### config.mk
export PLATFORM = sky130hd
export DESIGN_NAME = irq_phase_seq
export DESIGN_NICKNAME = d
export VERILOG_FILES = /design/src/rtl/irqseq_pkg.sv /design/src/rtl/irqseq_pend_queue.sv /design/src/rtl/irqseq_save_stack.sv /design/src/rtl/irq_phase_seq.sv
export SDC_FILE = /design/constraint.sdc
export NUM_CORES = 1
export LEC_CHECK = 0
export BUFFER_PORTS_ARGS = -buffer_cell sky130_fd_sc_hd__buf_2
export CAP_MARGIN = 20
export CORE_UTILIZATION = 61
export DETAILED_ROUTE_END_ITERATION = 12
export PLACE_DENSITY = 0.77
export SLEW_MARGIN = 20
export SYNTH_ARGS = -nofsm -noshare
export SYNTH_HDL_FRONTEND = slang
export SYNTH_HIERARCHICAL = 1
export SYNTH_SLANG_ARGS = --single-unit
export TNS_END_PERCENT = 1
### constraint.sdc
create_clock -name clk -period 3.4 [get_ports clk]
set_input_delay 0.34 -clock clk [delete_from_list [all_inputs] [get_ports clk]]
set_output_delay 0.34 -clock clk [all_outputs]
set_load 0.02 [all_outputs]
### src/rtl/irqseq_pkg.sv
package irqseq_pkg;
  typedef enum logic [2:0] {
    PH_IDLE, PH_DRAIN, PH_UNDO, PH_SAVE, PH_VECT, PH_RUN, PH_RESUME, PH_HALT
  } phase_t;
endpackage

### src/rtl/irqseq_pend_queue.sv
module irqseq_pend_queue #(
  parameter int NSRC  = 4,
  parameter int PC_W  = 32,
  localparam int SRC_W = (NSRC > 1) ? $clog2(NSRC) : 1
) (
  input  logic             clk,
  input  logic             rst_n,
  input  logic             set_en,
  input  logic [SRC_W-1:0] set_src,
  input  logic [PC_W-1:0]  set_pc,
  input  logic             clr_en,
  input  logic [SRC_W-1:0] clr_src,
  output logic             any,
  output logic [SRC_W-1:0] low_src,
  output logic [PC_W-1:0]  low_pc
);
  logic [NSRC-1:0] pend;
  logic [PC_W-1:0] ppc [NSRC];

  // Lowest set index wins; zero when nothing is pending.
  function automatic logic [SRC_W-1:0] lowest(input logic [NSRC-1:0] v);
    logic [SRC_W-1:0] r;
    r = '0;
    for (int i = NSRC - 1; i >= 0; i--)
      if (v[i]) r = SRC_W'(i);
    return r;
  endfunction

  for (genvar g = 0; g < NSRC; g++) begin : g_slot
    wire hit_set = set_en && (set_src == SRC_W'(g));
    wire hit_clr = clr_en && (clr_src == SRC_W'(g));
    always_ff @(posedge clk or negedge rst_n) begin
      if (!rst_n) begin
        pend[g] <= 1'b0;
        ppc[g]  <= '0;
      end else begin
        if (hit_set)      pend[g] <= 1'b1;
        else if (hit_clr) pend[g] <= 1'b0;
        if (hit_set)      ppc[g]  <= set_pc;
      end
    end
  end

  assign any     = |pend;
  assign low_src = lowest(pend);
  assign low_pc  = ppc[low_src];

  a_r6_set_sticks: assert property (@(posedge clk) disable iff (!rst_n)
    set_en |=> any);
endmodule

### src/rtl/irqseq_save_stack.sv
module irqseq_save_stack #(
  parameter int DEPTH = 4,
  parameter int PC_W  = 32,
  parameter int SRC_W = 2,
  localparam int CNT_W = $clog2(DEPTH + 1),
  localparam int IDX_W = (DEPTH > 1) ? $clog2(DEPTH) : 1
) (
  input  logic             clk,
  input  logic             rst_n,
  input  logic             push,
  input  logic             pop,
  input  logic [PC_W-1:0]  push_pc,
  input  logic             push_int,
  input  logic [SRC_W-1:0] push_src,
  output logic [PC_W-1:0]  top_pc,
  output logic             below_int,
  output logic [SRC_W-1:0] below_src,
  output logic             one_left,
  output logic             full
);
  logic [CNT_W-1:0] cnt;
  logic [PC_W-1:0]  f_pc  [DEPTH];
  logic             f_int [DEPTH];
  logic [SRC_W-1:0] f_src [DEPTH];

  wire [IDX_W-1:0] wr_idx  = IDX_W'(cnt);
  wire [IDX_W-1:0] top_idx = IDX_W'(cnt - CNT_W'(1));
  wire [IDX_W-1:0] blw_idx = IDX_W'(cnt - CNT_W'(2));

  always_ff @(posedge clk or negedge rst_n) begin
    if (!rst_n) begin
      cnt <= '0;
      for (int i = 0; i < DEPTH; i++) begin
        f_pc[i]  <= '0;
        f_int[i] <= 1'b0;
        f_src[i] <= '0;
      end
    end else if (push) begin
      f_pc[wr_idx]  <= push_pc;
      f_int[wr_idx] <= push_int;
      f_src[wr_idx] <= push_src;
      cnt <= cnt + CNT_W'(1);
    end else if (pop) begin
      cnt <= cnt - CNT_W'(1);
    end
  end

  assign top_pc    = f_pc[top_idx];
  assign below_int = f_int[blw_idx];
  assign below_src = f_src[blw_idx];
  assign one_left  = (cnt == CNT_W'(1));
  assign full      = (cnt == CNT_W'(DEPTH));

  a_r10_push_has_room: assert property (@(posedge clk) disable iff (!rst_n)
    push |-> !full);
  a_r5_pop_has_frame: assert property (@(posedge clk) disable iff (!rst_n)
    pop |-> (cnt != '0));
  a_r5_no_push_with_pop: assert property (@(posedge clk) disable iff (!rst_n)
    !(push && pop));
endmodule

### src/rtl/irq_phase_seq.sv
module irq_phase_seq
  import irqseq_pkg::*;
#(
  parameter int NSRC  = 4,
  parameter int PC_W  = 32,
  parameter int DEPTH = 4,
  localparam int SRC_W   = (NSRC > 1) ? $clog2(NSRC) : 1,
  localparam int CAUSE_W = SRC_W + 1
) (
  input  logic               clk,
  input  logic               rst_n,
  input  logic               nest_mode,
  input  logic               req_valid,
  input  logic               req_internal,
  input  logic [SRC_W-1:0]   req_src,
  input  logic [PC_W-1:0]    req_pc,
  output logic               req_ack,
  input  logic               pipe_advance,
  output logic               drain_req,
  input  logic               drain_done,
  output logic               undo_req,
  input  logic               undo_done,
  output logic [CAUSE_W-1:0] vec_cause,
  input  logic [PC_W-1:0]    vec_addr,
  output logic               pc_load_valid,
  output logic [PC_W-1:0]    pc_load,
  input  logic               ret_strobe,
  output logic               resume_pulse,
  output logic               id_internal,
  output logic [SRC_W-1:0]   id_src,
  output logic               err
);
  phase_t ph, ph_n;
  logic             cur_int;
  logic [SRC_W-1:0] cur_src;
  logic [PC_W-1:0]  cur_pc;

  logic             q_any;
  logic [SRC_W-1:0] q_src;
  logic [PC_W-1:0]  q_pc;
  logic [PC_W-1:0]  s_top_pc;
  logic             s_below_int, s_one_left, s_full;
  logic [SRC_W-1:0] s_below_src;

  // Named decision wires, also used by the assertions.
  wire in_idle  = (ph == PH_IDLE);
  wire in_run   = (ph == PH_RUN);
  wire ext_take = req_valid && !req_internal && pipe_advance && (ph != PH_HALT);
  wire int_idle = in_idle && req_valid && req_internal;
  wire int_run  = in_run && !ret_strobe && req_valid && req_internal;
  wire int_take = int_idle || (int_run && nest_mode);
  wire int_fatal = int_run && !nest_mode;
  wire ext_outranks = nest_mode && !cur_int && q_any && (q_src < cur_src);
  wire q_launch = (in_idle && !int_idle && q_any) ||
                  (in_run && !ret_strobe && !int_run && ext_outranks);
  wire launch   = int_take || q_launch;
  wire do_push  = (ph == PH_SAVE) && !s_full;
  wire do_pop   = (ph == PH_RESUME);

  irqseq_pend_queue #(.NSRC(NSRC), .PC_W(PC_W)) i_queue (
    .clk(clk), .rst_n(rst_n),
    .set_en(ext_take), .set_src(req_src), .set_pc(req_pc),
    .clr_en(q_launch), .clr_src(q_src),
    .any(q_any), .low_src(q_src), .low_pc(q_pc)
  );

  irqseq_save_stack #(.DEPTH(DEPTH), .PC_W(PC_W), .SRC_W(SRC_W)) i_stack (
    .clk(clk), .rst_n(rst_n),
    .push(do_push), .pop(do_pop),
    .push_pc(cur_pc), .push_int(cur_int), .push_src(cur_src),
    .top_pc(s_top_pc), .below_int(s_below_int), .below_src(s_below_src),
    .one_left(s_one_left), .full(s_full)
  );

  always_comb begin
    ph_n = ph;
    unique case (ph)
      PH_IDLE:   if (launch) ph_n = PH_DRAIN;
      PH_DRAIN:  if (drain_done) ph_n = PH_UNDO;
      PH_UNDO:   if (undo_done) ph_n = PH_SAVE;
      PH_SAVE:   ph_n = s_full ? PH_HALT : PH_VECT;
      PH_VECT:   ph_n = PH_RUN;
      PH_RUN: begin
        if (ret_strobe)     ph_n = PH_RESUME;
        else if (int_fatal) ph_n = PH_HALT;
        else if (launch)    ph_n = PH_DRAIN;
      end
      PH_RESUME: ph_n = s_one_left ? PH_IDLE : PH_RUN;
      default:   ph_n = PH_HALT;
    endcase
  end

  always_ff @(posedge clk or negedge rst_n) begin
    if (!rst_n) begin
      ph      <= PH_IDLE;
      cur_int <= 1'b0;
      cur_src <= '0;
      cur_pc  <= '0;
    end else begin
      ph <= ph_n;
      if (launch) begin
        cur_int <= int_take;
        cur_src <= int_take ? req_src : q_src;
        cur_pc  <= int_take ? req_pc : q_pc;
      end else if (do_pop && !s_one_left) begin
        cur_int <= s_below_int;
        cur_src <= s_below_src;
      end
    end
  end

  assign req_ack       = ext_take || int_take;
  assign drain_req     = (ph == PH_DRAIN);
  assign undo_req      = (ph == PH_UNDO);
  assign vec_cause     = {cur_int, cur_src};
  assign pc_load_valid = (ph == PH_VECT) || do_pop;
  assign pc_load       = (ph == PH_VECT) ? vec_addr : s_top_pc;
  assign resume_pulse  = do_pop;
  assign id_internal   = cur_int;
  assign id_src        = cur_src;
  assign err           = (ph == PH_HALT);

  a_r1_ext_needs_advance: assert property (@(posedge clk) disable iff (!rst_n)
    (req_ack && !req_internal) |-> pipe_advance);
  a_r2_undo_after_drain: assert property (@(posedge clk) disable iff (!rst_n)
    $rose(undo_req) |-> $past(drain_req));
  a_r3_vector_single: assert property (@(posedge clk) disable iff (!rst_n)
    (pc_load_valid && !resume_pulse) |=> !pc_load_valid);
  a_r5_resume_loads: assert property (@(posedge clk) disable iff (!rst_n)
    resume_pulse |-> pc_load_valid);
  a_r9_err_sticky: assert property (@(posedge clk) disable iff (!rst_n)
    err |=> err);
  a_r9_halt_silent: assert property (@(posedge clk) disable iff (!rst_n)
    err |-> !(req_ack || drain_req || undo_req || pc_load_valid));
endmodule

Word level (Yosys, flattened, before mapping)
Cells that the tools add are included.
{"block": "word_totals", "regBits": 313, "in_bits": 75, "out_inout_bits": 44, "elab_cells": 158}
{"block": "op_classes", "addsub": 3, "magnitude_cmp": 6, "eq_ne": 18, "muxes": 50, "bitwise": 4, "n_reduce_logical": 52}
{"operator": "two-way mux 32 bit", "count": 7}
{"operator": "binary-select mux 32 bit (select 2 bit)", "count": 2}
{"operator": "bitwise mux 128 bit", "count": 1}
{"operator": "demux 32 bit (select 2 bit)", "count": 1}
{"operator": "logical AND 1 bit", "count": 28}
{"operator": "two-way mux 3 bit", "count": 8}
{"operator": "two-way mux 2 bit", "count": 11}
{"operator": "one-hot mux 3 bit (7 select lines)", "count": 1}
{"operator": "equality test 3 bit, second input constant", "count": 5}
{"operator": "two-way mux 1 bit", "count": 13}
{"operator": ">= comparator 3 bit, second input constant", "count": 4}
{"operator": "NOT 2 -> 3 bit", "count": 4}
{"operator": "nonzero test 2 bit", "count": 6}
{"operator": "bitwise mux 8 bit", "count": 1}
{"operator": "equality test 2 bit, second input constant", "count": 4}
{"operator": "logical NOT 1 bit", "count": 8}
{"operator": "equality test 3 x 1 -> 1 bit, second input constant", "count": 2}
{"operator": "equality test 3 x 2 -> 1 bit, second input constant", "count": 2}
{"operator": "logical OR 1 bit", "count": 5}
{"operator": "binary-select mux 2 bit (select 2 bit)", "count": 1}
{"operator": "bitwise mux 4 bit", "count": 1}
{"operator": "demux 2 bit (select 2 bit)", "count": 1}
{"operator": "equality test 2 x 1 -> 1 bit, second input constant", "count": 2}
{"operator": "logical NOT 2 bit", "count": 2}
{"operator": "12 further kinds", "count": 13}

Longest topological paths before layout
Gate-level depths: netlist of run 1.
{"block": "logic_depth", "ltp_word": 13, "mapped_depth": 13, "mapped_depth_nobuf": 10}

By module
Netlist of run 1, hierarchy kept.
{"module": "irqseq_save_stack", "n_inst": 1, "cells_each": 362, "area_per_inst_um2": 6782.8, "seq_area_each_um2": 3578.4}
{"module": "irqseq_pend_queue", "n_inst": 1, "cells_each": 514, "area_per_inst_um2": 6319.8, "seq_area_each_um2": 3303.2}
{"module": "irq_phase_seq", "n_inst": 1, "cells_each": 219, "area_per_inst_um2": 2338.5, "seq_area_each_um2": 950.9}

Worst setup path before layout of run 1
Ideal clock, no wire load.
{"block": "synth_path", "path_type": "register -> register", "from": "reg i_queue.pend[1]", "to": "reg i_queue.pend[0]", "setup_time_ns": 0.118, "arrival_time_ns": 2.924, "required_ns": 3.282, "setup_slack_ns": 0.358, "path_stages_with_launch": 12, "path_buffers": 4, "period_less_slack_ns": 3.042, "cell_sequence": "dfrtp_1 clkbuf_1 buf_2 buf_1 nor3_1 ha_1 a21boi_0 o32a_1 clkinv_1 buf_2 or3b_2 a21o_1"}
{"block": "synth_via", "elab_chain_cells": 8, "elab_cells_between_ends": 12, "cone_classes": "order compare: 1; mux: 2; reduce/logical: 9"}
{"item": "start: declaration", "line_no": "irqseq_pend_queue.sv:17", "text": "logic [NSRC-1:0] pend;"}
{"item": "start signal: indexed assignment", "line_no": "irqseq_pend_queue.sv:34", "text": "pend[g] <= 1'b0;"}
{"item": "start signal: indexed assignment", "line_no": "irqseq_pend_queue.sv:37", "text": "if (hit_set) pend[g] <= 1'b1;"}
{"item": "start signal: indexed assignment", "line_no": "irqseq_pend_queue.sv:38", "text": "else if (hit_clr) pend[g] <= 1'b0;"}
{"item": "two-way mux 2 bit (2 in series)", "line_no": "irqseq_pend_queue.sv:25", "text": "if (v[i]) r = SRC_W'(i);"}
{"item": "net q_src[1]", "line_no": "irq_phase_seq.sv:39", "text": "logic [SRC_W-1:0] q_src;"}
{"item": "less-than comparator 2 bit", "line_no": "irq_phase_seq.sv:53", "text": "wire ext_outranks = nest_mode && !cur_int && q_any && (q_src < cur_src);"}
{"item": "logical AND 1 bit", "line_no": "irq_phase_seq.sv:53"}
{"item": "logical AND 1 bit", "line_no": "irq_phase_seq.sv:55", "text": "(in_run && !ret_strobe && !int_run && ext_outranks);"}
{"item": "logical OR 1 bit", "line_no": "irq_phase_seq.sv:54", "text": "wire q_launch = (in_idle && !int_idle && q_any) ||"}
{"item": "net q_launch", "line_no": "irq_phase_seq.sv:54"}
{"item": "logical AND 1 bit", "line_no": "irqseq_pend_queue.sv:31", "text": "wire hit_clr = clr_en && (clr_src == SRC_W'(g));"}
{"item": "nonzero test 2 bit (no line)"}
The timed path passes the listed nets, and every way through them passes these cells.
A chain may end at the register's enable or synchronous reset.

Final worst setup path of run 1
{"block": "layout_path", "from": "reg i_stack.cnt[1]", "to": "out pc_load[19]"}
{"block": "layout_via", "elab_chain_cells": 6}
{"item": "start: declaration", "line_no": "irqseq_save_stack.sv:21", "text": "logic [CNT_W-1:0] cnt;"}
{"item": "start signal: assignment", "line_no": "irqseq_save_stack.sv:42", "text": "cnt <= cnt + CNT_W'(1);"}
{"item": "start signal: assignment", "line_no": "irqseq_save_stack.sv:44", "text": "cnt <= cnt - CNT_W'(1);"}
{"item": "subtractor 3 x 1 -> 3 bit"}
{"item": "NOT 2 -> 3 bit (implied by the code)", "line_no": "irqseq_save_stack.sv:48", "text": "assign top_pc = f_pc[top_idx];"}
{"item": "binary-select mux 32 bit (select 2 bit)", "line_no": "irqseq_save_stack.sv:48"}
{"item": "two-way mux 32 bit (implied by the code) (2 in series)", "line_no": "irqseq_save_stack.sv:48"}
{"item": "net s_top_pc[19]", "line_no": "irq_phase_seq.sv:41", "text": "logic [PC_W-1:0] s_top_pc;"}
{"item": "two-way mux 32 bit", "line_no": "irq_phase_seq.sv:117", "text": "assign pc_load = (ph == PH_VECT) ? vec_addr : s_top_pc;"}
{"item": "end: declaration", "line_no": "irq_phase_seq.sv:26", "text": "output logic [PC_W-1:0] pc_load,"}
The timed path passes the listed nets, and every way through them passes these cells. The select of a mux whose other input is x is not followed.

==> impl_metrics.ini, run 1 <==
[run_status]
status = finished clean

[global_routing]
grt_pass1_wl_um = 55200
grtUsageMet1_pct = 39.1
grt_busiest_layer = met2
grt_antenna_before_repair = 2
grt_pass1_vias = 9990
use_met2_pct = 42.3
overflow = 0
grt_util_all_layers_pct = 27.1
grt_max_degree = 87
gr-usage-met3_pct = 4.16

[sta]
rsz0062_at_grt = no
slew_headroom_pct = 45.8
timing.final.crit_share_pct = 91.2
hold_violations = 0
fin_skew_ns = 0.0123
finalSetupTns_ns = 0
drv_slew = 0
tightest_slew_ns = 0.810
fmax_mhz = 323
setup_viol = 0
period_needed_ns = 3.10

[layout]
fin_area_mm2 = 0.0173
area_growth_pct = 11.9
fin_nets = 1276
final_layout_size_suffix_gt1_share_pct = 47.2
layout.cells.non_filler = 1540

[routing]
drc = 0
drt-initial-drc-count = 643
wl_per_cell_um = 21.9
vias_per_cell = 6.20
first_pass_iters = 5
vias = 9546
finalWirelength_um = 33700
antenna_left = 0

[worst_setup_path]
reg2reg_to = i_queue/pend[0]
max_stage_delay_ns = 0.58
required_ns = 3.06
worstPathCellList = inv_1 -> ha_1 -> buf_4 -> mux4_2 -> mux2_1 -> buf_2
worst-r2r-cell-count = 10
r2r_slack_ns = 0.34
r2r-start = i_queue/pend[2]
cp_max_fo = 21
end_kind = output pin
worstSetupPathType = flip-flop to output pin
worstPathArrival_ns = 2.76
crit_slowest_cell = dfrtp_1
critPathLaunchType = flip-flop

[clocking]
htree_levels = 2
post_cts_resized = 0
cts_tree = yes
cts_buffer_depth = 3
ctsRootBufferMaster = clkbuf_16
post_cts_buffers = 0
clkSlewWorstSetupHoldPaths_ns = 0.06
cts.sinks = 313
numCtsBuffers = 34
clk_latency_ns = 0.50

[yosys]
ys.flop_type = dfrtp_1
synth_area_mm2 = 0.0154
syn_nets = 1177
yosys.cell_types.count = 53
ys_async_sr_fraction_pct = 100
synth_edf_count = 0
seq_area_frac_synth_pct = 50.7
syn_area_per_cell_um2 = 14.1
ys_seq_elements = 313
synth_cells = 1095
yosys_warnings = 6

[min_path]
hold_depth = 2
worst_hold_path.endpoint = cur_pc[14]
min_from = req_pc[14]
hold_class = input port to flip-flop

[placement]
post_dp_cell_area_mm2 = 0.0161
port_buffers = 118
dp_hpwl_um = 20100
gp_congestion = 0.791
dp.cells = 1481

[die]
initial_core_util_pct = 62.8
die_h_um = 161
core_mm2 = 0.0246
rows = 57
die-area_mm2 = 0.0260
ios = 119
die_w_um = 161

[run]
drv_cap = 0

[power]
worst_ir_drop_vdd_mv = 0.562
power.density_mw_per_mm2 = 931
leakagePower_uw = 0.00852
==> cell families after synthesis <==
logic type	Yosys count	synth area share, %
AOI/OAI and AO/OA	152	8.83
xor gates and xnor gates	1	0.0567
adders and majority gates	7	0.567
buffers and inverters	124	4.99
DFF	313	50.7
muxes	337	29.3
and+or+nand+nor	161	5.53
==> worst max path at each step <==
stage | start | end | slack [ns] | cells past startpoint
2_1_floorplan | i_queue/pend[1] | i_queue/pend[0] | 0.36 | 11
3_3_place_gp | i_queue/pend[2] | i_queue/pend[0] | 0.51 | 10
3_5_place_dp | i_queue/pend[2] | i_queue/pend[0] | 0.42 | 10
4_1_cts | i_stack/cnt[1] | pc_load[3] | 0.29 | 6
5_1_grt | i_stack/cnt[1] | pc_load[3] | 0.18 | 6
6_report | i_stack/cnt[1] | pc_load[19] | 0.30 | 6
==> worst max-delay path: cells and delay by family (launching register included) <==
| family | cells | cell delay [ns] |
|---|---|---|
| multiplexers | 2 | 0.70 |
| buffers and inverters | 3 | 0.64 |
| flip-flops | 1 | 0.58 |
| adder cells (fa/ha/maj) | 1 | 0.33 |
==> metal layers <==
metal	routed length, um	up-vias
met2	16100	310
met3	1830	54
li1	-	4245
met1	15000	4937
met5	0	-
met4	749	0
==> cells in the final DEF, fill, tap and decap left out, types with 2 or more instances in the layout <==
cell	instances
nor3_1	4
inv_1	39
buf_4	23
a221o_1	65
nand2_1	44
nand3_1	4
dfrtp_2	3
ha_1	7
o21ai_0	6
a211oi_1	2
nor2b_1	5
mux2i_1	2
o22ai_2	30
nand2_8	3
mux2_2	200
clkbuf_8	8
diode_2	2
a21o_1	2
buf_2	117
bufinv_16	3
and2_1	2
buf_12	5
nor2_1	44
a21oi_1	36
nand3b_1	4
o22ai_1	2
nand2b_1	3
clkbuf_16	35
clkinv_2	3
mux4_2	35
mux2_1	10
clkbuf_1	6
o221a_2	2
dfrtp_1	310
and3_1	33
mux2_4	90
==> registers in the layout (all words and copies together), names as in the netlist <==
| name | count |
|---|---|
| cur_pc | 32 |
| i_stack/f_src | 8 |
| i_queue/pend | 4 |
| i_stack/f_pc | 128 |
| id_src | 2 |
| ph | 3 |
| i_stack/f_int | 4 |
| i_queue/ppc | 128 |
| id_internal | 1 |
| i_stack/cnt | 3 |
==> synthesized netlist by cell type (all sizes together) (25+ instances only) <==
master	count	share of area (%)
buf	59	3.4
a21oi	36	1.2
clkbuf	25	0.61
mux4	35	5.1
dfrtp	313	51
nand2	48	1.5
nor2	45	1.1
a221o	65	4.2
and3	34	1.4
mux2	300	24
inv	39	0.95
o22ai	32	2.5
==> power by group <==
group | switching, uW | leakage, uW | internal, uW | total, uW
Sequential | 1220 | 0.00406 | 5230 | 6460
Combinational | 2760 | 0.00391 | 3160 | 5920
Clock | 1420 | 0.000555 | 2280 | 3700
==> area by class of cell <==
type                    count  area [um^2]
clock buffers              49         1010
fillers                  1670         7330
multi-input cells         658         6870
repair buffers            147          883
flip-flops and latches    313         7840
inverters                  40          150
clock inverters             7          114
diodes                      2         5.00
well taps                 324          405
==> what timing repair did <==
| action | 4_1_cts | 5_1_grt |
|---|---|---|
| hold endpoints to repair | 68 | 0 |
| endpoints found under the setup margin | 0 | 0 |
| hold buffers | 1 | 0 |
==> metrics by stage <==
step	setup WS (ns)	util [%]	power [uW]	hold slack [ns]
after detailed placement	0.424	65.6	12300	0.348
after global placement	0.507	65.6	12100	0.348
after floorplan	0.358	-	10800	0.0444
final	0.300	70.2	16100	0.122
after CTS	0.293	70.2	16100	0.110
after global routing	0.185	70.2	17000	0.118
No activity file was read; power rests on OpenSTA's default activity.
==> inputs of run 2 (changes only) <==
--- a/config.mk
+++ b/config.mk
@@ -10,7 +10,7 @@
 export CORE_UTILIZATION = 61
 export DETAILED_ROUTE_END_ITERATION = 12
 export PLACE_DENSITY = 0.77
-export SLEW_MARGIN = 20
+export RECOVER_POWER = 25
 export SYNTH_ARGS = -nofsm -noshare
 export SYNTH_HDL_FRONTEND = slang
 export SYNTH_HIERARCHICAL = 1
==> run 2 against run 1 <==
  * The flow now finishes with violations (max-capacitance violations, max-slew violations)
  * Critical path depth stayed put
  * Sequential cell count stayed put
  * Design area hardly changed
==> impl_metrics.ini, run 2 (synthesized netlist as in run 1, its figures left out) <==
[run_status]
status = finished with violations
violations = max-capacitance violations, max-slew violations

[sta]
drv_slew = 72
tightest_slew_ns = 1.93
hold_violations = 0
slew_headroom_pct = -28.6
timing.final.crit_share_pct = 91.3
finalSetupTns_ns = 0
setup_viol = 0
fmax_mhz = 322
fin_skew_ns = 0.0125
period_needed_ns = 3.10
rsz0062_at_grt = no

[worst_setup_path]
worstPathArrival_ns = 2.76
r2r-start = i_queue/pend[2]
cp_max_fo = 21
critPathLaunchType = flip-flop
worstSetupPathType = flip-flop to output pin
crit_family = multiplexers
setup.worst_path.start = i_stack/cnt[1]
path_buf_inv = 3
end_kind = output pin
worstPathCellList = inv_1 -> ha_1 -> buf_4 -> mux4_2 -> mux2_1 -> buf_2
required_ns = 3.06
max_stage_delay_ns = 0.58
crit_slowest_cell = dfrtp_1

[layout]
largestRegisters = i_queue/ppc (128), i_stack/f_pc (128), cur_pc (32)
fin_nets = 1276
mostFrequentLayoutCell = dfrtp_1
final_layout_size_suffix_gt1_share_pct = 47.2
n_fill_cell = 1673
final_cell_mix = 310 x dfrtp_1, 200 x mux2_2, 117 x buf_2
area_growth_pct = 11.8
fin_area_mm2 = 0.0173

[routing]
finalWirelength_um = 33700
drt-initial-drc-count = 653
drc = 0
first_pass_iters = 5
vias = 9528
wl_per_cell_um = 21.9
antenna_left = 0
vias_per_cell = 6.19

[global_routing]
grt_pass1_wl_um = 55200
overflow = 0
grt_max_degree = 87
grt_pass1_vias = 9990
grt_util_all_layers_pct = 27.1
grt_antenna_before_repair = 2

[die]
initial_core_util_pct = 62.8
die-area_mm2 = 0.0260
die_h_um = 161
die_w_um = 161
core_mm2 = 0.0246
rows = 57
ios = 119

[clocking]
clkSlewWorstSetupHoldPaths_ns = 0.06
cts.sinks = 313
numCtsBuffers = 34
cts_buffer_depth = 3
post_cts_buffers = 0
cts_tree = yes
ctsRootBufferMaster = clkbuf_16
htree_levels = 2
clk_latency_ns = 0.50

[placement]
post_dp_cell_area_mm2 = 0.0161
port_buffers = 118
gp_congestion = 0.791
dp_hpwl_um = 20100

[power]
power.density_mw_per_mm2 = 932
p_sw_uw = 5420
combPwrFrac_pct = 36.8
seqPwrFrac_pct = 40.1
p_sw_share_pct = 33.7
internal_power_uw = 10700
clkPwrFrac_pct = 23.0
leakagePower_uw = 0.00852
worst_ir_drop_vdd_mv = 0.563

[min_path]
min_from = req_pc[14]
hold_class = input port to flip-flop

[run]
drv_cap = 1
-- run 2: changes by cell type in the layout (fill, tap and decap cells not counted), sizes merged --
| cell | change |
|---|---|
| buf | -3 |
| clkbuf | +3 |
-- run 2: power groups by stage --
stage	registers (uW)	clock network (uW)	logic [uW]
after floorplan	6020	0	4790
after global placement	6360	0	5740
after detailed placement	6450	0	5900
after CTS	6420	3760	5950
after global routing	6640	3930	6410
final	6460	3710	5920
-- run 2: through the flow --
stage	hold slack [ns]	cells	setup WS, ns	util, %	power, uW
after floorplan	0.0444	1095	0.358	-	10800
after global placement	0.348	1481	0.507	65.6	12100
after detailed placement	0.348	1481	0.424	65.6	12300
after CTS	0.110	1538	0.293	70.2	16100
after global routing	0.118	1540	0.185	70.1	17000
final	0.121	1540	0.296	70.1	16100
-- run 2: what timing repair did --
action / CTS / global route
resized for setup: 0 / 0
hold buffers: 1 / 0
hold endpoints to repair: 68 / 0
-- run 2: cell type report --
cell class                 count  area [um^2]  share of cell area, %
sequential                   313         7840                   45.4
clock inverter                 7          114                  0.660
multi-input combinational    658         6870                   39.8
tap                          324          405                   2.35
clock buffer                  49         1010                   5.84
timing repair buffer         147          868                   5.03
antenna                        2         5.00                 0.0290
inverter                      40          150                  0.870
-- run 2: path summary, 6_finish.rpt --
path                            cells past startpoint           endpoint  slack (ns)
worst max-delay path                                6        pc_load[19]        0.30
worst min-delay path                                2         cur_pc[14]        0.12
worst max register to register                     10    i_queue/pend[0]        0.32
worst min register to register                      1   i_stack/f_pc[91]        0.50
max in group asynchronous                           3   i_stack/f_pc[59]        0.84
min in group asynchronous                           2  i_stack/f_pc[125]        0.91
-- run 2: per-layer routing --
metal  global-route usage (%)  vias up  part of all wire [%]
met3                     4.16       58                   5.2
met2                     42.3      301                    48
met5                        0        -                     0
li1                         -     4241                     -
met4                     8.70        0                   2.3
met1                     39.1     4928                    45
==> inputs of run 3 (changes only) <==
--- a/config.mk
+++ b/config.mk
@@ -7,7 +7,9 @@
 export LEC_CHECK = 0
 export BUFFER_PORTS_ARGS = -buffer_cell sky130_fd_sc_hd__buf_2
 export CAP_MARGIN = 20
-export CORE_UTILIZATION = 61
+export CELL_PAD_IN_SITES_DETAIL_PLACEMENT = 1
+export CELL_PAD_IN_SITES_GLOBAL_PLACEMENT = 1
+export CORE_UTILIZATION = 51
 export DETAILED_ROUTE_END_ITERATION = 12
 export PLACE_DENSITY = 0.77
 export RECOVER_POWER = 25
==> run 3 against run 2 <==
  * The flow still finishes with violations (max-capacitance violations, max-slew violations)
  * Critical path depth unchanged
  * Clock power about the same
  * Fmax decreased by 1.1%
  * Clock-buffer cell count increased by 5
  * Sequential power increased by 0.9%
  * Non-clock buffer count increased by 6
  * Critical path type unchanged
  * Sequential share of layout area decreased by 0.32 points
==> impl_metrics.ini, run 3 (synthesized netlist as in run 1, its figures left out) <==
[placement]
post_dp_cell_area_mm2 = 0.0163
dp_hpwl_um = 23800
gp_congestion = 0.768
port_buffers = 118

[run_status]
status = finished with violations
violations = max-capacitance violations, max-slew violations

[min_path]
hold_class = input port to flip-flop
min_from = req_pc[9]

[worst_setup_path]
crit_slowest_cell = dfrtp_2
r2r_slack_ns = 0.61
setup.worst_path.start = i_stack/cnt[0]
cp_max_fo = 21
max_stage_delay_ns = 0.56
required_ns = 3.06
worstPathCellList = inv_1 -> ha_1 -> buf_4 -> mux4_2 -> mux2_1 -> buf_2
end_kind = output pin
r2r-start = i_queue/pend[3]
critPathLaunchType = flip-flop
worstPathArrival_ns = 2.80
worstSetupPathType = flip-flop to output pin

[run]
drv_cap = 1

[routing]
first_pass_iters = 4
drc = 0
drt-initial-drc-count = 402
finalWirelength_um = 38800
vias_per_cell = 6.00
antenna_left = 0
vias = 9697
wl_per_cell_um = 24.0

[sta]
drv_slew = 40
tightest_slew_ns = 1.84
fin_skew_ns = 0.0125
setup_viol = 0
period_needed_ns = 3.14
rsz0062_at_grt = no
hold_violations = 0
timing.final.crit_share_pct = 92.3
fmax_mhz = 319
holdWs_ns = 0.125
finalSetupTns_ns = 0
slew_headroom_pct = -22.4

[die]
die_w_um = 176
die_h_um = 176
core_mm2 = 0.0297
ios = 119
rows = 63
die-area_mm2 = 0.0310
initial_core_util_pct = 52.0

[layout]
largestRegisters = i_queue/ppc (128), i_stack/f_pc (128), cur_pc (32)
final_cell_mix = 310 x dfrtp_1, 200 x mux2_2, 117 x buf_2
area_growth_pct = 12.6
fin_nets = 1284
fin_area_mm2 = 0.0174
final_layout_size_suffix_gt1_share_pct = 47.1
n_fill_cell = 2880
mostFrequentLayoutCell = dfrtp_1

[power]
power.density_mw_per_mm2 = 942
p_sw_uw = 5720
clkPwrFrac_pct = 22.7
worst_ir_drop_vdd_mv = 0.359
p_sw_share_pct = 34.9
seqPwrFrac_pct = 39.8
leakagePower_uw = 0.00854
combPwrFrac_pct = 37.5
internal_power_uw = 10700

[global_routing]
gr-usage-met3_pct = 4.09
grt_busiest_layer = met2
grt_max_degree = 99
grt_antenna_before_repair = 2
grtUsageMet1_pct = 36.0
grt_pass1_wl_um = 63000
overflow = 0
use_met2_pct = 42.6
grt_util_all_layers_pct = 26.3
grt_pass1_vias = 10700

[clocking]
numCtsBuffers = 36
cts_tree = yes
htree_levels = 2
cts.sinks = 313
ctsRootBufferMaster = clkbuf_16
clkSlewWorstSetupHoldPaths_ns = 0.06
post_cts_buffers = 0
cts_buffer_depth = 3
clk_latency_ns = 0.51
[run 3: final timing paths]
| check | end | cells past startpoint |
|---|---|---|
| max | pc_load[3] | 6 |
| min | cur_pc[9] | 2 |
| max reg2reg | cur_pc[6] | 8 |
| min reg2reg | i_stack/f_pc[89] | 1 |
| max in group asynchronous | i_queue/ppc[37] | 4 |
| min in group asynchronous | i_stack/f_pc[61] | 2 |
[run 3: what timing repair did]
action / 4_1_cts / 5_1_grt
setup endpoints to repair: 0 / 0
hold buffers: 1 / 0
gates resized for setup: 0 / 0
hold endpoints to repair: 92 / 0
[run 3: per-layer routing]
| metal | routed length [um] | share of wire [%] | vias to the layer above |
|---|---|---|---|
| met3 | 1590 | 4.1 | 74 |
| li1 | - | - | 4252 |
| met5 | 13 | 0.034 | - |
| met2 | 18600 | 48 | 235 |
| met1 | 17400 | 45 | 5134 |
| met4 | 1150 | 3.0 | 2 |
[run 3: worst max-delay path, delay by kind of cell, from the launching register on]
kind                       cells  cell delay (ns)
DFF                            1             0.56
adders and majority gates      1             0.35
buffers and inverters          3             0.67
muxes                          2             0.71
[run 3: cell type report]
class / count / area (um^2) / area share (%)
multi-input combinational: 658 / 6870 / 39.5
timing repair buffer: 153 / 907 / 5.22
sequential: 313 / 7840 / 45.1
antenna: 1 / 2.50 / 0.0144
tap: 390 / 488 / 2.81
clock inverter: 6 / 55.1 / 0.317
clock buffer: 54 / 1070 / 6.16
inverter: 40 / 150 / 0.864
[run 3: power by group through the flow]
stage	clock network, uW	registers, uW	logic, uW
after floorplan	0	6020	4790
after global placement	0	6390	5850
after detailed placement	0	6510	6090
after CTS	3800	6500	6180
after global routing	3940	6710	6610
final	3720	6520	6140
[run 3: through the flow]
step | total power (uW) | utilization, % | setup WS, ns | cells
3_5_place_dp | 12600 | 54.8 | 0.592 | 1553
6_report | 16400 | 58.5 | 0.262 | 1615
5_1_grt | 17300 | 58.5 | 0.164 | 1615
3_3_place_gp | 12200 | 54.8 | 0.704 | 1553
4_1_cts | 16500 | 58.6 | 0.253 | 1614
2_1_floorplan | 10800 | - | 0.358 | 1095
